<file path="src/rtl/brg_csr_pkg.sv">
`timescale 1ns/1ps
package brg_csr_pkg;

    localparam int DATA_W  = 32;
    localparam int DIV_W   = 3;
    localparam int NFLAG   = 4;
    localparam int DIV_LSB = 16;
    localparam int RST_BIT = 0;

    // flag indices; enables share the same bit positions
    localparam int FI_XERR = 0;
    localparam int FI_SERR = 1;
    localparam int FI_PERR = 2;
    localparam int FI_DRD  = 3;

    typedef enum logic [DIV_W-1:0] {
        DIV_AUTO = 3'd0,
        DIV_BY1  = 3'd1,
        DIV_BY2  = 3'd2,
        DIV_BY3  = 3'd3,
        DIV_BY4  = 3'd4,
        DIV_BY5  = 3'd5,
        DIV_BY1P5 = 3'd6,
        DIV_RSV  = 3'd7
    } div_code_e;

    typedef enum logic [0:0] {
        SEL_CTRL = 1'b0,
        SEL_STAT = 1'b1
    } csr_sel_e;

    typedef struct packed {
        div_code_e        div;
        logic [NFLAG-1:0] en;
        logic             rst_bit;
    } ctl_t;

    function automatic int flag_bit(input int idx);
        case (idx)
            FI_XERR: return 11;
            FI_SERR: return 12;
            FI_PERR: return 13;
            default: return 15;
        endcase
    endfunction

    function automatic logic [DATA_W-1:0] pack_flags(input logic [NFLAG-1:0] f);
        logic [DATA_W-1:0] w;
        w = '0;
        for (int i = 0; i < NFLAG; i++) w[flag_bit(i)] = f[i];
        return w;
    endfunction

    function automatic logic [NFLAG-1:0] unpack_flags(input logic [DATA_W-1:0] d);
        logic [NFLAG-1:0] f;
        for (int i = 0; i < NFLAG; i++) f[i] = d[flag_bit(i)];
        return f;
    endfunction

    function automatic div_code_e pick_div(input div_code_e prg, input logic [DIV_W-1:0] auto_c);
        return (prg != DIV_AUTO) ? prg : div_code_e'(auto_c);
    endfunction

endpackage

</file>
<file path="src/rtl/brg_ctrl_reg.sv">
`timescale 1ns/1ps
module brg_ctrl_reg
    import brg_csr_pkg::*;
(
    input  logic              clk,
    input  logic              rst,
    input  logic              wr_ctl,
    input  logic [DATA_W-1:0] wdata,
    output ctl_t              ctl_q,
    output logic              strobe_q
);

    always_ff @(posedge clk) begin
        if (rst) begin
            ctl_q.div     <= DIV_AUTO;
            ctl_q.en      <= '0;
            ctl_q.rst_bit <= 1'b1;
            strobe_q      <= 1'b0;
        end else begin
            // rising transition of the reset bit by software
            strobe_q <= wr_ctl & wdata[RST_BIT] & ~ctl_q.rst_bit;
            if (wr_ctl) begin
                ctl_q.div     <= div_code_e'(wdata[DIV_LSB +: DIV_W]);
                ctl_q.en      <= unpack_flags(wdata);
                ctl_q.rst_bit <= wdata[RST_BIT];
            end
        end
    end

endmodule

</file>
<file path="src/rtl/brg_retry_timer.sv">
`timescale 1ns/1ps
module brg_retry_timer #(
    parameter int LIMIT_LOG2 = 15
) (
    input  logic clk,
    input  logic rst,
    input  logic latch_i,
    input  logic retry_i,
    output logic pending_o,
    output logic fire_o
);

    localparam logic [LIMIT_LOG2-1:0] LAST = '1;

    logic [LIMIT_LOG2-1:0] cnt_q;

    assign fire_o = pending_o & ~retry_i & ~latch_i & (cnt_q == LAST);

    always_ff @(posedge clk) begin
        if (rst) begin
            pending_o <= 1'b0;
            cnt_q     <= '0;
        end else if (latch_i) begin
            pending_o <= 1'b1;
            cnt_q     <= '0;
        end else if (pending_o) begin
            if (retry_i || fire_o) begin
                pending_o <= 1'b0;
                cnt_q     <= '0;
            end else begin
                cnt_q <= cnt_q + 1'b1;
            end
        end
    end

endmodule

</file>
<file path="src/rtl/brg_sticky_flags.sv">
`timescale 1ns/1ps
module brg_sticky_flags #(
    parameter int N = 4
) (
    input  logic         clk,
    input  logic         rst,
    input  logic [N-1:0] set_i,
    input  logic [N-1:0] clr_i,
    output logic [N-1:0] flag_o
);

    for (genvar g = 0; g < N; g++) begin : g_flag
        always_ff @(posedge clk) begin
            if (rst)           flag_o[g] <= 1'b0;
            else if (set_i[g]) flag_o[g] <= 1'b1;
            else if (clr_i[g]) flag_o[g] <= 1'b0;
        end
    end

endmodule

</file>
<file path="src/rtl/brg_csr_unit.sv">
`timescale 1ns/1ps
module brg_csr_unit
    import brg_csr_pkg::*;
#(
    parameter int RETRY_LOG2 = 15
) (
    input  logic              clk,
    input  logic              rst,
    input  logic              csr_wr,
    input  logic              csr_addr,
    input  logic [DATA_W-1:0] csr_wdata,
    output logic [DATA_W-1:0] csr_rdata,
    input  logic [DIV_W-1:0]  auto_div,
    input  logic              ev_perr,
    input  logic              ev_serr,
    input  logic              ev_xerr,
    input  logic              dr_latch,
    input  logic              dr_retry,
    output logic              cpu_irq,
    output logic              ext_rst_out,
    output logic              int_rst_strobe,
    output logic [DIV_W-1:0]  div_code,
    output logic              div_reserved
);

    ctl_t             ctl_q;
    logic [NFLAG-1:0] flag_q;
    logic [NFLAG-1:0] flag_set;
    logic [NFLAG-1:0] flag_clr;
    logic             tmr_pending;
    logic             tmr_fire;
    logic             wr_ctl;
    logic             wr_stat;
    div_code_e        eff_div;
    logic [DATA_W-1:0] ctl_word;

    assign wr_ctl  = csr_wr & (csr_sel_e'(csr_addr) == SEL_CTRL);
    assign wr_stat = csr_wr & (csr_sel_e'(csr_addr) == SEL_STAT);

    brg_ctrl_reg u_ctrl (
        .clk      (clk),
        .rst      (rst),
        .wr_ctl   (wr_ctl),
        .wdata    (csr_wdata),
        .ctl_q    (ctl_q),
        .strobe_q (int_rst_strobe)
    );

    brg_retry_timer #(.LIMIT_LOG2(RETRY_LOG2)) u_timer (
        .clk       (clk),
        .rst       (rst),
        .latch_i   (dr_latch),
        .retry_i   (dr_retry),
        .pending_o (tmr_pending),
        .fire_o    (tmr_fire)
    );

    always_comb begin
        flag_set          = '0;
        flag_set[FI_XERR] = ev_xerr;
        flag_set[FI_SERR] = ev_serr;
        flag_set[FI_PERR] = ev_perr;
        flag_set[FI_DRD]  = tmr_fire;
        flag_clr = wr_stat ? unpack_flags(csr_wdata) : '0;
    end

    brg_sticky_flags #(.N(NFLAG)) u_flags (
        .clk    (clk),
        .rst    (rst),
        .set_i  (flag_set),
        .clr_i  (flag_clr),
        .flag_o (flag_q)
    );

    assign cpu_irq     = |(flag_q & ctl_q.en);
    assign ext_rst_out = ctl_q.rst_bit;

    assign eff_div      = pick_div(ctl_q.div, auto_div);
    assign div_code     = eff_div;
    assign div_reserved = (eff_div == DIV_RSV);

    always_comb begin
        ctl_word = pack_flags(ctl_q.en);
        ctl_word[DIV_LSB +: DIV_W] = ctl_q.div;
        ctl_word[RST_BIT] = ctl_q.rst_bit;
        csr_rdata = (csr_sel_e'(csr_addr) == SEL_STAT) ? pack_flags(flag_q) : ctl_word;
    end

endmodule

</file>
<file path="config.mk">
export PLATFORM = sky130hd
export DESIGN_NAME = brg_csr_unit
export DESIGN_NICKNAME = d
export VERILOG_FILES = /design/src/rtl/brg_csr_pkg.sv /design/src/rtl/brg_ctrl_reg.sv /design/src/rtl/brg_retry_timer.sv /design/src/rtl/brg_sticky_flags.sv /design/src/rtl/brg_csr_unit.sv
export SDC_FILE = /design/constraint.sdc
export NUM_CORES = 1
export LEC_CHECK = 0
export ABC_AREA = 1
export CORE_UTILIZATION = 37
export CTS_CLUSTER_SIZE = 8
export DETAILED_ROUTE_END_ITERATION = 10
export GPL_TIMING_DRIVEN = 0
export PLACE_DENSITY_LB_ADDON = 0.1
export SYNTH_ARGS = -nofsm -noshare
export SYNTH_HDL_FRONTEND = slang
export SYNTH_SLANG_ARGS = --single-unit
</file>
<file path="constraint.sdc">
create_clock -name clk -period 1.6 [get_ports clk]
set_clock_uncertainty 0.15 [all_clocks]
set_input_delay 0.24 -clock clk [delete_from_list [all_inputs] [get_ports clk]]
set_output_delay 0.24 -clock clk [all_outputs]
set_load 0.02 [all_outputs]
</file>
==> flow_summary_export.csv, run 1 <==
group,metric,value,unit
clock_network,cts_sinks,29,
drt,vias,1620,
final_layout,fin_cells,363,
logic_synthesis,synthDistinctLibCells,24,
die,die_area,4890,um2
final_layout,syn_to_final_growth,36.8,%
run,maxCapViolCount,0,
placement,placement.io_buffers,32,
final_layout,n_antenna_cell,0,
status,status,"complete, no violations",
hold_path,min-delay-start,"rst",
die,core-area,4380,um2
drt,route.detailed.drc,0,
final_layout,drive_gt1_share,28.3,%
sta,hold_viol,0,
drt,dr.first_iter.drc_count,121,
die,die_width,69.9,um
logic_synthesis,netlist.area_leader.share,34.0,%
drt,vias_per_cell,4.46,
sta,max_freq,646,MHz
clock_network,cts-buffers-inserted,5,
worst_setup_path,rr_startpoint,"u_timer.cnt_q[0]",
placement,place_hpwl,2700,um
worst_setup_path,cp.required,1.21,ns
die,row_count,24,
logic_synthesis,postSynthAreaPerCell,7.03,um2
hold_path,hold_depth,2,
global_routing,grt_pass1_vias,1366,
clock_network,cts_buffer_depth,2,
sta,period_needed,1.55,ns
logic_synthesis,synth_edf_count,0,
worst_setup_path,path_class,"register to output pin",
logic_synthesis,synthArstFlopShare,0,%
die,start_util,39.0,%
hold_path,min_path_type,"input pin to register",
sta,finalSetupViolations,0,
worst_setup_path,rr_endpoint,"u_timer.pending_o",
die,die_h,69.9,um
global_routing,gr-usage-all-layers,15.9,%
logic_synthesis,yosys-top-cells-count,"nand2_1 (49), dfxtp_1 (29), buf_4 (24), inv_1 (24), nor2_1 (22)",
pwr,power,1.69,mW
pwr,cellPowerDensity,723,nW/um2
logic_synthesis,yosys.area.top_type,"dfxtp_1",
global_routing,grt_pass1_wl,6210,um
clock_network,ctsHoldBuffers,0,
logic_synthesis,synth-seq-cells,29,
global_routing,overflow,0,
placement,dp.cells,350,
global_routing,antenna_found_initial,0,
sta,report.final.slew_viol_count,0,
clock_network,cts.root.buffer_cell,"clkbuf_8",
sta,fin_setup_tns,0,ns
worst_setup_path,r2r_cells,9,
pwr,peakVddDrop,0.581,mV
sta,rsz0062_at_grt,"yes",
logic_synthesis,syn-instance-count,243,
logic_synthesis,ys.flop_type,"dfxtp_1",
logic_synthesis,synth.top_cells.by_area,"dfxtp_1 (34%), nand2_1 (11%), buf_4 (11%), a21oi_1 (6.2%), inv_1 (5.3%)",
drt,post_drt_wl_per_cell,10.5,um
worst_setup_path,worst-r2r-setup-slack,0.07,ns
clock_network,cts_tree,"built",
drt,finalWirelength,3810,um
logic_synthesis,yosysSeqAreaShare,34.0,%
worst_setup_path,critical_path_arrival,1.16,ns
pwr,leakagePower,1.05,nW
clock_network,worstSkewPairLatency,0.28,ns
die,io_pins,83,
final_layout,finalInstanceArea,2340,um2
global_routing,grt_start_max_net_pins,11,
logic_synthesis,ys_warn_count,0,
worst_setup_path,crit_path_max_fanout,4,
logic_synthesis,post-synth-top-count-cell,"nand2_1",
worst_setup_path,end_kind,"output pin",
worst_setup_path,start_kind,"register",
placement,dpl_cell_area,2180,um2
drt,drt_pass1_iterations,4,
final_layout,final_core_util,53.3,%
clock_network,cts_max_level,2,
placement,place_congestion,0.753,
sta,min_period_over_period,96.8,%
hold_path,holdPathEnd,"u_flags.flag_o[0]",
clock_network,cts.clk_slew.worst_paths,0.06,ns
final_layout,nets,355,
logic_synthesis,syn_area,1710,um2
drt,ant_nets,0,
-- worst max-delay path by stage --
stage	from	end	slack, ns	cells after the start
after floorplan	u_timer.cnt_q[0]	u_timer.pending_o	0.02	9
after global placement	auto_div[1]	div_reserved	-0.40	4
after detailed placement	auto_div[1]	div_reserved	-0.40	4
after CTS	u_ctrl.ctl_q[7]	div_reserved	0.007	4
after global routing	u_ctrl.ctl_q[5]	div_reserved	-0.06	4
final	u_ctrl.ctl_q[5]	div_reserved	0.05	4
-- per-stage QoR --
| stage | hold WS (ns) | setup slack (ns) |
|---|---|---|
| final | 0.149 | 0.0508 |
| after global routing | 0.172 | -0.0556 |
| after CTS | 0.162 | 0.00723 |
| after detailed placement | 0.297 | -0.404 |
| after global placement | 0.289 | -0.398 |
| after floorplan | 0.203 | 0.0151 |
-- metal layers --
metal  part of all wire, %  global-route usage [%]  vias to the layer above
met5                     0                       0                        -
met4                   1.3                    5.56                        0
met2                    45                    25.1                       44
li1                      -                       -                      866
met3                   5.9                    4.62                        7
met1                    48                    20.5                      703
-- kinds of logic after synthesis --
logic type / share of synthesized area, %
simple gates: 30.1
compound gates: 14.7
flops: 34.0
fa+ha+maj: 0.732
buf+inv: 18.2
other cells: 0.220
xor+xnor: 2.05
-- power breakdown --
part           leakage, nW  switching, mW  internal [mW]
logic                0.762          0.196          0.147
registers            0.241         0.0149          0.744
clock network       0.0450          0.287          0.301
total                 1.05          0.498           1.19
-- what timing repair did --
| item | CTS | global route |
|---|---|---|
| resized for setup | 31 | 33 |
| pin swaps | 6 | 3 |
| endpoints found under the setup margin | 24 | 27 |
| buffers inserted | 2 | 3 |
-- sequential cells by signal, indices dropped and copies added (netlist names) --
register,flops
u_timer.pending_o,1
u_flags.flag_o,4
u_ctrl.ctl_q,8
u_timer.cnt_q,15
u_ctrl.strobe_q,1
-- critical path: stages, from the launching register on --
cell	delay (ns)
dfxtp_2	0.34
inv_2	0.10
a31oi_2	0.11
nor3_2	0.18
buf_4	0.16
-- final cells by class --
cell class | instances | area, um2
plain buffers | 30 | 223
clock buffers | 6 | 72.6
clock inverters | 2 | 10.0
fillers | 437 | 2050
inverters | 25 | 96.3
multi-input cells | 182 | 948
flip-flops and latches | 29 | 594
well taps | 52 | 65.1
repair buffers | 37 | 327
-- placed cells by master (no fill, tap or decap), types with 4 or more instances in the layout --
master / count
nand2_1: 48
nand3_1: 9
a21oi_1: 21
nand4_1: 5
nor2_1: 21
xor2_1: 4
dlygate4sd2_1: 6
inv_1: 21
buf_2: 5
conb_1: 24
buf_4: 30
nor2_4: 6
dfxtp_2: 8
clkdlybuf4s50_1: 16
o21ai_0: 16
clkbuf_8: 5
a21oi_2: 4
dfxtp_1: 20
nand2_2: 11
(Power assumes the default switching activity.)
==> run 2: changes to the inputs <==
--- a/config.mk
+++ b/config.mk
@@ -11,6 +11,9 @@
 export DETAILED_ROUTE_END_ITERATION = 10
 export GPL_TIMING_DRIVEN = 0
 export PLACE_DENSITY_LB_ADDON = 0.1
+export SETUP_SLACK_MARGIN = 0.4
+export SKIP_LAST_GASP = 1
+export SLEW_MARGIN = 20
 export SYNTH_ARGS = -nofsm -noshare
 export SYNTH_HDL_FRONTEND = slang
 export SYNTH_SLANG_ARGS = --single-unit
==> run 2 against run 1 <==
  * Design area increased by 15%
  * Critical path depth unchanged
  * Maximum frequency about the same
  * Flip-flop and latch count unchanged
  * Sequential power about the same
  * Global-route usage increased by 2.2 points
  * Via count increased by 4.6%
  * Largest cell class unchanged
==> flow_summary_export.csv, run 2 (same netlist as run 1, synthesis figures left out) <==
group,metric,value,unit
status,status,"complete, no violations",
sta,finalSetupViolations,0,
global_routing,overflow,0,
clock_network,ctsHoldBuffers,0,
drt,vias,1694,
sta,max_freq,646,MHz
worst_setup_path,start_kind,"register",
global_routing,gr-usage-all-layers,18.1,%
final_layout,reg_top3,"u_timer.cnt_q: 15 flops, u_ctrl.ctl_q: 8 flops, u_flags.flag_o: 4 flops",
sta,fin_setup_tns,0,ns
global_routing,grt_pass1_wl,7020,um
final_layout,most-common-layout-cells,"nand2_1 (39), buf_4 (34), conb_1 (24), nand2_2 (20), buf_6 (18)",
worst_setup_path,crit_chain,"inv_6, a31oi_4, nor3_4, buf_6",
die,die_width,69.9,um
clock_network,cts_buffer_depth,2,
final_layout,drive_gt1_share,44.5,%
sta,report.final.slew_viol_count,0,
worst_setup_path,cp.required,1.21,ns
global_routing,grt_use_met2,28.5,%
hold_path,hold_depth,2,
clock_network,cts.root.buffer_cell,"clkbuf_8",
global_routing,grt_pass1_vias,1535,
placement,place_hpwl,2790,um
drt,finalWirelength,4110,um
pwr,p_clk_share,39.4,%
pwr,p_switching,0.522,mW
drt,dr.first_iter.drc_count,75,
final_layout,fillers,413,
global_routing,grt-busiest-layer,"met2",
worst_setup_path,critPathSlowestCell,"dfxtp_4",
die,core-area,4380,um2
die,row_count,24,
worst_setup_path,crit_path_max_fanout,4,
clock_network,worstSkewPairLatency,0.28,ns
clock_network,cts_tree,"built",
worst_setup_path,cp_slowest_stage_delay,0.37,ns
worst_setup_path,path_class,"register to output pin",
placement,place_congestion,0.792,
clock_network,cts_max_level,2,
pwr,leakagePower,1.14,nW
worst_setup_path,critical_path_arrival,1.16,ns
sta,min_period_over_period,96.8,%
die,die_h,69.9,um
hold_path,min_path_type,"input pin to register",
final_layout,n_antenna_cell,0,
sta,period_needed,1.55,ns
drt,route.detailed.drc,0,
final_layout,final_core_util,61.5,%
global_routing,grtUsageMet1,23.1,%
drt,vias_per_cell,4.57,
final_layout,syn_to_final_growth,57.9,%
pwr,peakVddDrop,0.426,mV
clock_network,cts_sinks,29,
final_layout,largest_register,"u_timer.cnt_q",
global_routing,gr-usage-met3,4.76,%
pwr,intPower,1.45,mW
pwr,seqPwrFrac,38.5,%
placement,placement.io_buffers,32,
final_layout,layout_commonest_cell,"nand2_1",
clock_network,cts-buffers-inserted,5,
clock_network,cts.clk_slew.worst_paths,0.06,ns
sta,hold_ws,0.180,ns
sta,fin_ws,0.0509,ns
worst_setup_path,end_kind,"output pin",
pwr,switching_share,26.4,%
run,maxCapViolCount,0,
pwr,cellPowerDensity,733,nW/um2
die,io_pins,83,
sta,rsz0062_at_grt,"yes",
die,die_area,4890,um2
drt,post_drt_wl_per_cell,11.1,um
sta,hold_viol,0,
final_layout,largest_reg_flops,15,
placement,dp_slack,-0.428,ns
worst_setup_path,r2r_cells,9,
die,start_util,39.0,%
pwr,combPwrFrac,22.0,%
global_routing,antenna_found_initial,0,
drt,ant_nets,0,
final_layout,nets,363,
drt,drt_pass1_iterations,4,
global_routing,grt_start_max_net_pins,11,
[run 2: through the flow]
| step | cells | instance area [um2] | total power, mW |
|---|---|---|---|
| after detailed placement | 350 | 2270 | 1.14 |
| final | 371 | 2700 | 1.98 |
| after global routing | 371 | 2700 | 2.07 |
| after CTS | 366 | 2600 | 1.98 |
| after floorplan | 266 | 1890 | 1.01 |
| after global placement | 350 | 2270 | 1.14 |
[run 2: worst max-delay path: cells and delay by family (launching register included)]
family | cells | cell delay, ns
buf+inv | 2 | 0.21
simple gates | 1 | 0.19
compound gates | 1 | 0.10
flops | 1 | 0.37
[run 2: layout make-up]
| class | instances | area [um2] | area share [%] |
|---|---|---|---|
| timing repair buffer | 45 | 464 | 17.2 |
| multi-input combinational | 182 | 1080 | 40.0 |
| tap | 52 | 65.1 | 2.41 |
| clock buffer | 7 | 86.3 | 3.20 |
| inverter | 25 | 109 | 4.04 |
| sequential | 29 | 616 | 22.8 |
| clock inverter | 1 | 30.0 | 1.11 |
| buffer | 30 | 248 | 9.18 |
[run 2: path summary, 6_finish.rpt]
| path | from | endpoint | slack (ns) |
|---|---|---|---|
| worst min-delay path | rst | u_flags.flag_o[2] | 0.18 |
| worst max-delay path | u_ctrl.ctl_q[7] | div_reserved | 0.05 |
| worst max register to register | u_timer.cnt_q[1] | u_timer.pending_o | 0.06 |
| worst min register to register | u_ctrl.ctl_q[0] | u_ctrl.strobe_q | 0.28 |
[run 2: power by group through the flow]
stage	Clock, mW	Combinational, mW	Sequential, mW
4_1_cts	0.803	0.410	0.761
3_5_place_dp	0	0.369	0.771
5_1_grt	0.834	0.468	0.765
3_3_place_gp	0	0.368	0.771
6_report	0.780	0.435	0.762
2_1_floorplan	0	0.243	0.771
[run 2: layer usage]
layer	part of all wire (%)	up-vias
met3	5.1	6
met4	1.7	0
met1	47	754
met2	47	53
li1	-	881
met5	0	-
[run 2: timing repair]
action	4_1_cts	5_1_grt
gates resized for setup	140	20
pin swaps	10	5
buffers inserted	8	4
gates cloned	0	1
setup endpoints to repair	40	34
